$ cat src/rtl/iam_pkg.sv
package iam_pkg;
  typedef enum logic [1:0] {
    MODE_7   = 2'd0,
    MODE_7M  = 2'd1,
    MODE_10  = 2'd2,
    MODE_10M = 2'd3
  } iam_mode_e;

  typedef enum logic [1:0] {
    ST_IDLE  = 2'd0,
    ST_FIRST = 2'd1,
    ST_LOW   = 2'd2
  } iam_state_e;
endpackage

$ cat src/rtl/iam_compare.sv
module iam_compare #(
  parameter int DW   = 8,
  parameter int NREG = 4
) (
  input  logic [NREG*DW-1:0]  regs,
  input  logic [DW-1:0]       byte_in,
  output logic                hit7,
  output logic                hit7m,
  output logic [NREG/2-1:0]   hi10,
  output logic [NREG/2-1:0]   lo10,
  output logic                hi10m,
  output logic                lo10m
);
  localparam int NPAIR = NREG / 2;

  logic [NREG-1:0]  eq7;
  logic [NPAIR-1:0] meq7;
  logic [NPAIR-1:0] spare_unused;

  // plain 7-bit comparison against every register
  for (genvar i = 0; i < NREG; i++) begin : g_plain
    assign eq7[i] = (byte_in[DW-1:1] == regs[i*DW+1 +: DW-1]);
  end

  // register pairs: even = address / low byte, odd = mask / high byte
  for (genvar p = 0; p < NPAIR; p++) begin : g_pair
    logic [DW-1:0] even_r, odd_r;
    assign even_r  = regs[(2*p)*DW +: DW];
    assign odd_r   = regs[(2*p+1)*DW +: DW];
    assign meq7[p] = (((byte_in[DW-1:1] ^ even_r[DW-1:1]) & ~odd_r[DW-1:1]) == '0);
    assign hi10[p] = (byte_in[DW-1:1] == odd_r[DW-1:1]);
    assign lo10[p] = (byte_in == even_r);
    assign spare_unused[p] = odd_r[0];
  end

  assign hit7  = |eq7;
  assign hit7m = |meq7;

  // masked 10-bit: regs 0/1 address, regs 2/3 mask
  logic [DW-1:0] r0, r1, r2, r3;
  assign r0 = regs[0*DW +: DW];
  assign r1 = regs[1*DW +: DW];
  assign r2 = regs[2*DW +: DW];
  assign r3 = regs[3*DW +: DW];

  assign hi10m = (((byte_in[DW-1:1] ^ r1[DW-1:1]) & ~r3[DW-1:1]) == '0);
  assign lo10m = (((byte_in ^ r0) & ~r2) == '0);
endmodule

$ cat src/rtl/iam_seq.sv
module iam_seq
  import iam_pkg::*;
#(
  parameter int NPAIR = 2
) (
  input  logic             clk,
  input  logic             rst,
  input  logic [1:0]       cfg_mode,
  input  logic             start_det,
  input  logic             rx_valid,
  input  logic             hit7,
  input  logic             hit7m,
  input  logic [NPAIR-1:0] hi10,
  input  logic [NPAIR-1:0] lo10,
  input  logic             hi10m,
  input  logic             lo10m,
  output logic             ev_adr7,
  output logic             ev_hi,
  output logic             ev_lo,
  output logic             ack_valid,
  output logic             ack,
  output logic             client_active,
  output logic             addr_irq
);
  iam_state_e       state_q;
  logic [NPAIR-1:0] pair_q;
  logic             take, judge;

  assign take  = rx_valid && !start_det;
  assign judge = take && (state_q != ST_IDLE);

  always_comb begin
    ev_adr7 = 1'b0;
    ev_hi   = 1'b0;
    ev_lo   = 1'b0;
    if (take && state_q == ST_FIRST) begin
      case (cfg_mode)
        MODE_7:   ev_adr7 = hit7;
        MODE_7M:  ev_adr7 = hit7m;
        MODE_10:  ev_hi   = |hi10;
        default:  ev_hi   = hi10m;
      endcase
    end else if (take && state_q == ST_LOW) begin
      if (cfg_mode == MODE_10) ev_lo = |(lo10 & pair_q);
      else                     ev_lo = lo10m;
    end
  end

  always_ff @(posedge clk) begin
    if (rst) begin
      state_q       <= ST_IDLE;
      pair_q        <= '0;
      ack_valid     <= 1'b0;
      ack           <= 1'b0;
      client_active <= 1'b0;
      addr_irq      <= 1'b0;
    end else begin
      ack_valid <= judge;
      ack       <= ev_adr7 | ev_hi | ev_lo;
      addr_irq  <= ev_adr7 | ev_lo;
      if (start_det) begin
        state_q       <= ST_FIRST;
        client_active <= 1'b0;
      end else if (judge) begin
        state_q <= ev_hi ? ST_LOW : ST_IDLE;
        if (ev_hi) pair_q <= hi10;
        if (ev_adr7 || ev_lo) client_active <= 1'b1;
      end
    end
  end
endmodule

$ cat src/rtl/iam_route.sv
module iam_route #(
  parameter int DW = 8
) (
  input  logic          clk,
  input  logic          rst,
  input  logic          cfg_bufdis,
  input  logic          start_det,
  input  logic          rxb_read,
  input  logic [DW-1:0] byte_in,
  input  logic          ev_adr7,
  input  logic          ev_hi,
  input  logic          ev_lo,
  output logic          adb0_we,
  output logic [DW-1:0] adb0_data,
  output logic          adb1_we,
  output logic [DW-1:0] adb1_data,
  output logic          rxb_we,
  output logic [DW-1:0] rxb_data
);
  logic          unread_q;
  logic          pend_q;
  logic [DW-1:0] pend_d;

  always_ff @(posedge clk) begin
    if (rst) begin
      adb0_we   <= 1'b0;
      adb1_we   <= 1'b0;
      rxb_we    <= 1'b0;
      adb0_data <= '0;
      adb1_data <= '0;
      rxb_data  <= '0;
      unread_q  <= 1'b0;
      pend_q    <= 1'b0;
      pend_d    <= '0;
    end else begin
      adb0_we <= 1'b0;
      adb1_we <= 1'b0;
      rxb_we  <= 1'b0;
      if (start_det) begin
        pend_q   <= 1'b0;
        unread_q <= 1'b0;
      end else begin
        if (rxb_read) unread_q <= 1'b0;
        if (rxb_read && pend_q) begin
          rxb_we   <= 1'b1;
          rxb_data <= pend_d;
          pend_q   <= 1'b0;
        end
        if (ev_adr7) begin
          if (cfg_bufdis) begin rxb_we  <= 1'b1; rxb_data  <= byte_in; end
          else            begin adb0_we <= 1'b1; adb0_data <= byte_in; end
        end
        if (ev_hi) begin
          if (cfg_bufdis) begin
            rxb_we   <= 1'b1;
            rxb_data <= byte_in;
            unread_q <= 1'b1;
          end else begin
            adb1_we   <= 1'b1;
            adb1_data <= byte_in;
          end
        end
        if (ev_lo) begin
          if (!cfg_bufdis) begin
            adb0_we   <= 1'b1;
            adb0_data <= byte_in;
          end else if (!unread_q || rxb_read) begin
            rxb_we   <= 1'b1;
            rxb_data <= byte_in;
          end else begin
            pend_q <= 1'b1;
            pend_d <= byte_in;
          end
        end
      end
    end
  end
endmodule

$ cat src/rtl/i2c_addr_match.sv
module i2c_addr_match #(
  parameter int DW   = 8,
  parameter int NREG = 4
) (
  input  logic             clk,
  input  logic             rst,
  input  logic [1:0]       cfg_mode,
  input  logic             cfg_bufdis,
  input  logic [NREG*DW-1:0] adr_regs,
  input  logic             start_det,
  input  logic             rx_valid,
  input  logic [DW-1:0]    rx_byte,
  input  logic             rxb_read,
  output logic             ack_valid,
  output logic             ack,
  output logic             adb0_we,
  output logic [DW-1:0]    adb0_data,
  output logic             adb1_we,
  output logic [DW-1:0]    adb1_data,
  output logic             rxb_we,
  output logic [DW-1:0]    rxb_data,
  output logic             client_active,
  output logic             addr_irq
);
  localparam int NPAIR = NREG / 2;

  logic             hit7, hit7m, hi10m, lo10m;
  logic [NPAIR-1:0] hi10, lo10;
  logic             ev_adr7, ev_hi, ev_lo;

  iam_compare #(.DW(DW), .NREG(NREG)) u_cmp (
    .regs    (adr_regs),
    .byte_in (rx_byte),
    .hit7    (hit7),
    .hit7m   (hit7m),
    .hi10    (hi10),
    .lo10    (lo10),
    .hi10m   (hi10m),
    .lo10m   (lo10m)
  );

  iam_seq #(.NPAIR(NPAIR)) u_seq (
    .clk           (clk),
    .rst           (rst),
    .cfg_mode      (cfg_mode),
    .start_det     (start_det),
    .rx_valid      (rx_valid),
    .hit7          (hit7),
    .hit7m         (hit7m),
    .hi10          (hi10),
    .lo10          (lo10),
    .hi10m         (hi10m),
    .lo10m         (lo10m),
    .ev_adr7       (ev_adr7),
    .ev_hi         (ev_hi),
    .ev_lo         (ev_lo),
    .ack_valid     (ack_valid),
    .ack           (ack),
    .client_active (client_active),
    .addr_irq      (addr_irq)
  );

  iam_route #(.DW(DW)) u_route (
    .clk        (clk),
    .rst        (rst),
    .cfg_bufdis (cfg_bufdis),
    .start_det  (start_det),
    .rxb_read   (rxb_read),
    .byte_in    (rx_byte),
    .ev_adr7    (ev_adr7),
    .ev_hi      (ev_hi),
    .ev_lo      (ev_lo),
    .adb0_we    (adb0_we),
    .adb0_data  (adb0_data),
    .adb1_we    (adb1_we),
    .adb1_data  (adb1_data),
    .rxb_we     (rxb_we),
    .rxb_data   (rxb_data)
  );
endmodule

$ cat config.mk
export PLATFORM = sky130hd
export DESIGN_NAME = i2c_addr_match
export DESIGN_NICKNAME = d
export VERILOG_FILES = /design/src/rtl/iam_pkg.sv /design/src/rtl/iam_compare.sv /design/src/rtl/iam_seq.sv /design/src/rtl/iam_route.sv /design/src/rtl/i2c_addr_match.sv
export SDC_FILE = /design/constraint.sdc
export NUM_CORES = 1
export LEC_CHECK = 0
export BUFFER_PORTS_ARGS = -buffer_cell sky130_fd_sc_hd__buf_4
export CELL_PAD_IN_SITES_DETAIL_PLACEMENT = 1
export CELL_PAD_IN_SITES_GLOBAL_PLACEMENT = 1
export CORE_MARGIN = 3
export CORE_UTILIZATION = 40
export DETAILED_ROUTE_END_ITERATION = 6
export PLACE_DENSITY_LB_ADDON = 0.05
export SETUP_SLACK_MARGIN = 0.3
export SLEW_MARGIN = 20
export SYNTH_ARGS = -nofsm -noshare
export SYNTH_HDL_FRONTEND = slang
export SYNTH_SLANG_ARGS = --single-unit
export TNS_END_PERCENT = 20
$ cat constraint.sdc
create_clock -name clk -period 4.2 [get_ports clk]
set_input_delay 0.84 -clock clk [delete_from_list [all_inputs] [get_ports clk]]
set_output_delay 0.84 -clock clk [all_outputs]
set_load 0.02 [all_outputs]
==> results of run 1 <==
tightest hold or removal path, cell delays in order (launching register included):
cell	delay, ns
dfxtp_1	0.32
inv_1	0.05
a221oi_1	0.06
metal layers:
layer | GRT usage | vias up | routed length [µm]
li1 | - | 1075 | -
met1 | 0.265 | 1042 | 3240
met2 | 0.346 | 60 | 3420
met3 | 0.0510 | 6 | 439
met4 | 0.0388 | 0 | 56
met5 | 0 | - | 0
report_power, final:
part / total, µW / switching [µW] / internal [µW]
combinational: 139 / 77.2 / 62.3
sequential: 429 / 0.893 / 428
clock: 284 / 163 / 120
total: 852 / 242 / 610
stage by stage:
stage / area, µm² / instances
after floorplan: 2460 / 268
after global placement: 3040 / 403
after detailed placement: 3040 / 403
after CTS: 3130 / 411
after global routing: 3130 / 411
final: 3130 / 411
layout make-up:
cell class	instances	share of cell area
multi-input cells	185	0.437
flip-flops and latches	45	0.288
repair buffers	79	0.190
well taps	72	0.0288
inverters	22	0.0264
clock buffers	5	0.0220
clock inverters	3	0.00800
how the worst min path moves through the flow:
stage / start / to / cells past startpoint
2_1_floorplan: u_seq.pair_q[0] / u_seq.pair_q[0] / 2
3_3_place_gp: u_route.pend_d[3] / u_route.rxb_data[3] / 2
3_5_place_dp: u_route.pend_d[3] / u_route.rxb_data[3] / 2
4_1_cts: u_route.pend_d[3] / u_route.rxb_data[3] / 2
5_1_grt: u_route.pend_d[3] / u_route.rxb_data[3] / 2
6_report: u_route.pend_d[3] / u_route.rxb_data[3] / 2
cells in the mapped netlist (7+ instances only):
cell      instances  share of area
mux2i_1          24          0.098
a21oi_1          11          0.022
o21ai_0          11          0.022
xor2_1           14          0.050
dfxtp_1          45           0.37
o22ai_1           7          0.018
nor2_1           36          0.055
nand2_1           7          0.011
inv_1            22          0.034
a221oi_1          7          0.025
xnor2_1          12          0.043
kinds of logic after synthesis:
logic type / after synthesis / share of synthesized area
flops: 45 / 0.366
xor+xnor: 30 / 0.119
simple gates: 79 / 0.167
mux: 24 / 0.0977
compound gates: 52 / 0.172
buf+inv: 38 / 0.0773
==> flow_summary.yaml, run 1 <==
floorplanning:
  die_w_um: 84.4
  start_util: 0.428
  die-area_um2: 7130
  fp.dieH_um: 84.4
  rows: 27
  core_area_um2: 5740
  pin_count: 79
sta:
  setup_viol: 0
  setup_slack_ns: 1.06
  maxSlewViolCount: 0
  fmax_ghz: 0.319
  holdWs_ns: 0.466
  tightestPinTransition_ns: 0.722
  max-slew-margin-rel: 0.512
  final.setup.tns_ns: 0
  hold_viol_final: 0
  fin_crit_ns: 3.14
  post-route-period-util: 0.747
  finClkSkew_ns: 0.00902
  rsz0062_at_grt: "false"
clocking:
  cts.clk_slew.worst_paths_ns: 0.09
  cts_buffers: 5
  cts.sink_count: 45
  tritoncts: "built"
  cts_buffer_depth: 2
  clk_latency_ns: 0.30
  root_buffer: "clkbuf_8"
  post-cts-setup-buffers: 0
  cts_resized: 0
  postCtsHoldBufs: 0
  htree_levels: 2
logic_synthesis:
  synth_seq_cells: 45
  ys_async_sr_fraction: 0
  ys_warn_count: 0
  syn_area_um2: 2460
  synth_ff_type: "dfxtp_1"
  synth_edf_count: 0
  synth_cell_types: 47
  syn-num-nets: 316
  synthCells: 268
  seq_area_frac_synth: 0.366
  avgSynthCellArea_um2: 9.18
outcome:
  status: "complete, no violations"
route:
  vias_per_cell: 5.31
  drt_wl_total_um: 7160
  wire_per_inst_um: 17.4
  drcViolationCount: 0
  drtIter0Drc: 79
  ant_nets: 0
  drt_pre_antenna_iters: 5
  dr_total_vias: 2183
cells_and_area:
  layout_common_cells: "buf_4, dfxtp_1, nor2_1, mux2i_1, inv_1"
  drive_above_1_share: 0.304
  n_fill_cell: 698
  multiInputGateArea_um2: 1370
  nNetsFinal: 386
  final_util: 0.545
  area_growth_pct: 27.2
  n_antenna_cell: 0
  seq_area_um2: 901
  final_common_cell: "buf_4"
setup_path:
  crit_type: "in -> reg"
  worstPathCellList: "buf_4 -> xnor2_1 -> nand4_1 -> o41ai_1 -> a32o_1 -> o31ai_2 -> buf_4 -> a21boi_4 -> a2111oi_4"
  crit_fanout: 9
  timing.rr.start: "u_seq.state_q[1]"
  crit_path_end: "u_route.rxb_data[5]"
  slowest_delay_ns: 0.62
  slowest_stage: "o41ai_1"
  crit_cells: 9
  reg2reg_depth: 8
  crit_start: "rx_byte[3]"
  r2r_setup_slack_ns: 1.67
  rr_endpoint: "u_route.rxb_data[5]"
  startpoint_type: "input port"
  required_ns: 4.41
  crit_top_cell: "buf_4"
  end_kind: "flop"
  critical-path-top-delay-family: "compound AO/OA/AOI/OAI gates"
  critPathBufInv: 2
  cp.arrival_ns: 3.35
global_routing:
  grt_first_pass_wirelength_um: 11700
  grt_pass1_vias: 2302
  grt_use_total: 0.204
  grt_max_degree: 46
  antenna_found_initial: 0
  grt_overflow: 0
placed_design:
  detailed_place_hpwl_um: 5480
  place_ws_ns: 0.835
  gp_congestion: 0.903
  io_buffers: 76
min_path:
  min_path_type: "reg -> reg"
power_and_ir_drop:
  leakage_uw: 0.00136
  vdd_ir_drop_max_mv: 0.192
  power_density_nw_per_um2: 272
  p_total_uw: 852
job:
  max_cap_viol_count: 0
Power figures use the tool's default switching activity.
==> run 2, diff against run 1 <==
- ABC_AREA: default -> 1
- CORE_UTILIZATION: 40 -> 32
- clock period: 4.2 -> 2.7 ns (I/O delays scaled with it)
==> flow_summary.yaml, run 2 <==
min_path:
  min_path_type: "reg -> reg"
job:
  max_cap_viol_count: 0
sta:
  hold_viol_final: 0
  fmax_ghz: 0.469
  tightestPinTransition_ns: 0.660
  maxSlewViolCount: 0
  post-route-period-util: 0.790
  rsz0062_at_grt: "false"
  setup_viol: 0
  fin_crit_ns: 2.13
  final.setup.tns_ns: 0
  max-slew-margin-rel: 0.558
  finClkSkew_ns: 0.00649
setup_path:
  startpoint_type: "input port"
  crit_fanout: 17
  slowest_stage: "or2_2"
  crit_top_cell: "nand2_1"
  cp.arrival_ns: 2.31
  end_kind: "flop"
  required_ns: 2.88
  critical-path-top-delay-family: "simple AND/OR/NAND/NOR gates"
  slowest_delay_ns: 0.43
  worstPathCellList: "buf_4 -> inv_2 -> nand2_1 -> nand2_1 -> o21ai_0 -> nor2_1 -> nand2_1 -> a21oi_2 -> nand2_2 -> or2_2 -> o21ai_0 -> a21oi_1"
  crit_type: "in -> reg"
  critPathBufInv: 2
logic_synthesis:
  syn-num-nets: 483
  synthCells: 435
  avgSynthCellArea_um2: 6.27
  ys_async_sr_fraction: 0
  ys_warn_count: 0
  synth_commonest_cells: "nand2_1, nor2_1, dfxtp_1"
  yosysTopAreaCell: "dfxtp_1"
  synth_top_area_share: 0.330
  synth_cell_types: 30
  yosysMostFrequentCell: "nand2_1"
  synth_ff_type: "dfxtp_1"
  syn_area_um2: 2730
  synth_edf_count: 0
  seq_area_frac_synth: 0.330
  synth_seq_cells: 45
  synth.area.top_cells: "dfxtp_1, nand2_1, nand3_1, a21oi_1, nor2_1"
floorplanning:
  core_area_um2: 8260
  die-area_um2: 9660
  die_w_um: 98.3
  rows: 33
  start_util: 0.330
  fp.dieH_um: 98.3
  pin_count: 79
route:
  wire_per_inst_um: 14.9
  drt_wl_total_um: 9150
  vias_per_cell: 4.81
  drt_pre_antenna_iters: 4
  drtIter0Drc: 94
  ant_nets: 0
  drcViolationCount: 0
  dr_total_vias: 2946
cells_and_area:
  nNetsFinal: 555
  layout_common_cells: "nand2_1, buf_4, nor2_1, dfxtp_1, inv_1"
  final_util: 0.416
  drive_above_1_share: 0.213
  area_growth_pct: 26.1
  n_fill_cell: 1132
  n_antenna_cell: 0
  final_common_cell: "nand2_1"
clocking:
  post-cts-setup-buffers: 0
  tritoncts: "built"
  cts_buffer_depth: 2
  cts_buffers: 5
  cts.clk_slew.worst_paths_ns: 0.09
  clk_latency_ns: 0.30
  cts.sink_count: 45
  htree_levels: 2
  root_buffer: "clkbuf_8"
global_routing:
  grt_overflow: 0
  grt_use_total: 0.194
  grt_pass1_vias: 3071
  grt_max_degree: 20
  grt_first_pass_wirelength_um: 15100
  antenna_found_initial: 0
power_and_ir_drop:
  vdd_ir_drop_max_mv: 0.185
  power_density_nw_per_um2: 397
  leakage_uw: 0.00169
  p_total_uw: 1360
outcome:
  status: "complete, no violations"
placed_design:
  detailed_place_hpwl_um: 7270
  gp_congestion: 0.839
  io_buffers: 76
run 2: cell types whose count changed after synthesis, moves of 7 or more:
cell / change
mux2i_1: -24
nor2_1: +10
o21ai_0: +17
a221oi_1: -7
inv_1: +21
nand3_1: +38
a21oi_1: +29
nand2_1: +125
o22ai_1: -7
run 2: area by class of cell:
type                    instances  area (µm²)  share of cell area
clock buffers                   5        68.8              0.0200
multi-input cells             324        1510               0.440
flip-flops and latches         45         901               0.262
inverters                      49         186              0.0542
clock inverters                 3        21.3             0.00619
well taps                     105         131              0.0382
repair buffers                 82         616               0.179
run 2: worst min-delay path, cell delays in order (launching register included):
cell and delay [ns]:
dfxtp_1 0.31, inv_1 0.06, a21oi_1 0.05
run 2: metrics by stage:
step	cells	hold WS [ns]	instance area (µm²)	worst slack [ns]
floorplan	435	0.430	2730	0.662
global placement	605	0.441	3350	0.268
detailed placement	605	0.449	3350	0.179
CTS	613	0.464	3440	0.493
global route	613	0.488	3440	0.377
finish	613	0.461	3440	0.566
run 2: kinds of logic after synthesis:
| logic type | synth area share |
|---|---|
| compound gates | 0.142 |
| xor+xnor | 0.0514 |
| buf+inv | 0.115 |
| flops | 0.330 |
| simple gates | 0.361 |
run 2: layer usage:
metal / share of wire / GRT usage / vias up
li1: - / - / 1516
met1: 0.47 / 0.259 / 1364
met2: 0.48 / 0.332 / 56
met3: 0.039 / 0.0264 / 10
met4: 0.011 / 0.0420 / 0
met5: 0 / 0 / -
run 2: worst paths after layout:
kind	from	to	slack [ns]	cells after the start
setup / recovery	rx_byte[3]	u_route.pend_d[0]	0.57	12
hold / removal	u_seq.pair_q[0]	u_seq.pair_q[0]	0.46	2
setup reg to reg	u_seq.pair_q[1]	u_route.pend_d[0]	1.04	8
hold reg to reg	u_seq.pair_q[0]	u_seq.pair_q[0]	0.46	2
run 2: report_power, final:
part	internal, µW	switching (µW)	leakage [µW]
combinational	102	160	0.00128
sequential	666	1.39	0.000363
clock	184	251	0.0000445
total	952	412	0.00169
run 2: repair_timing:
item                                    CTS  global route
hold buffers                              0             0
gates resized for setup                   0             1
hold endpoints to repair                  0             0
endpoints found under the setup margin    0             1
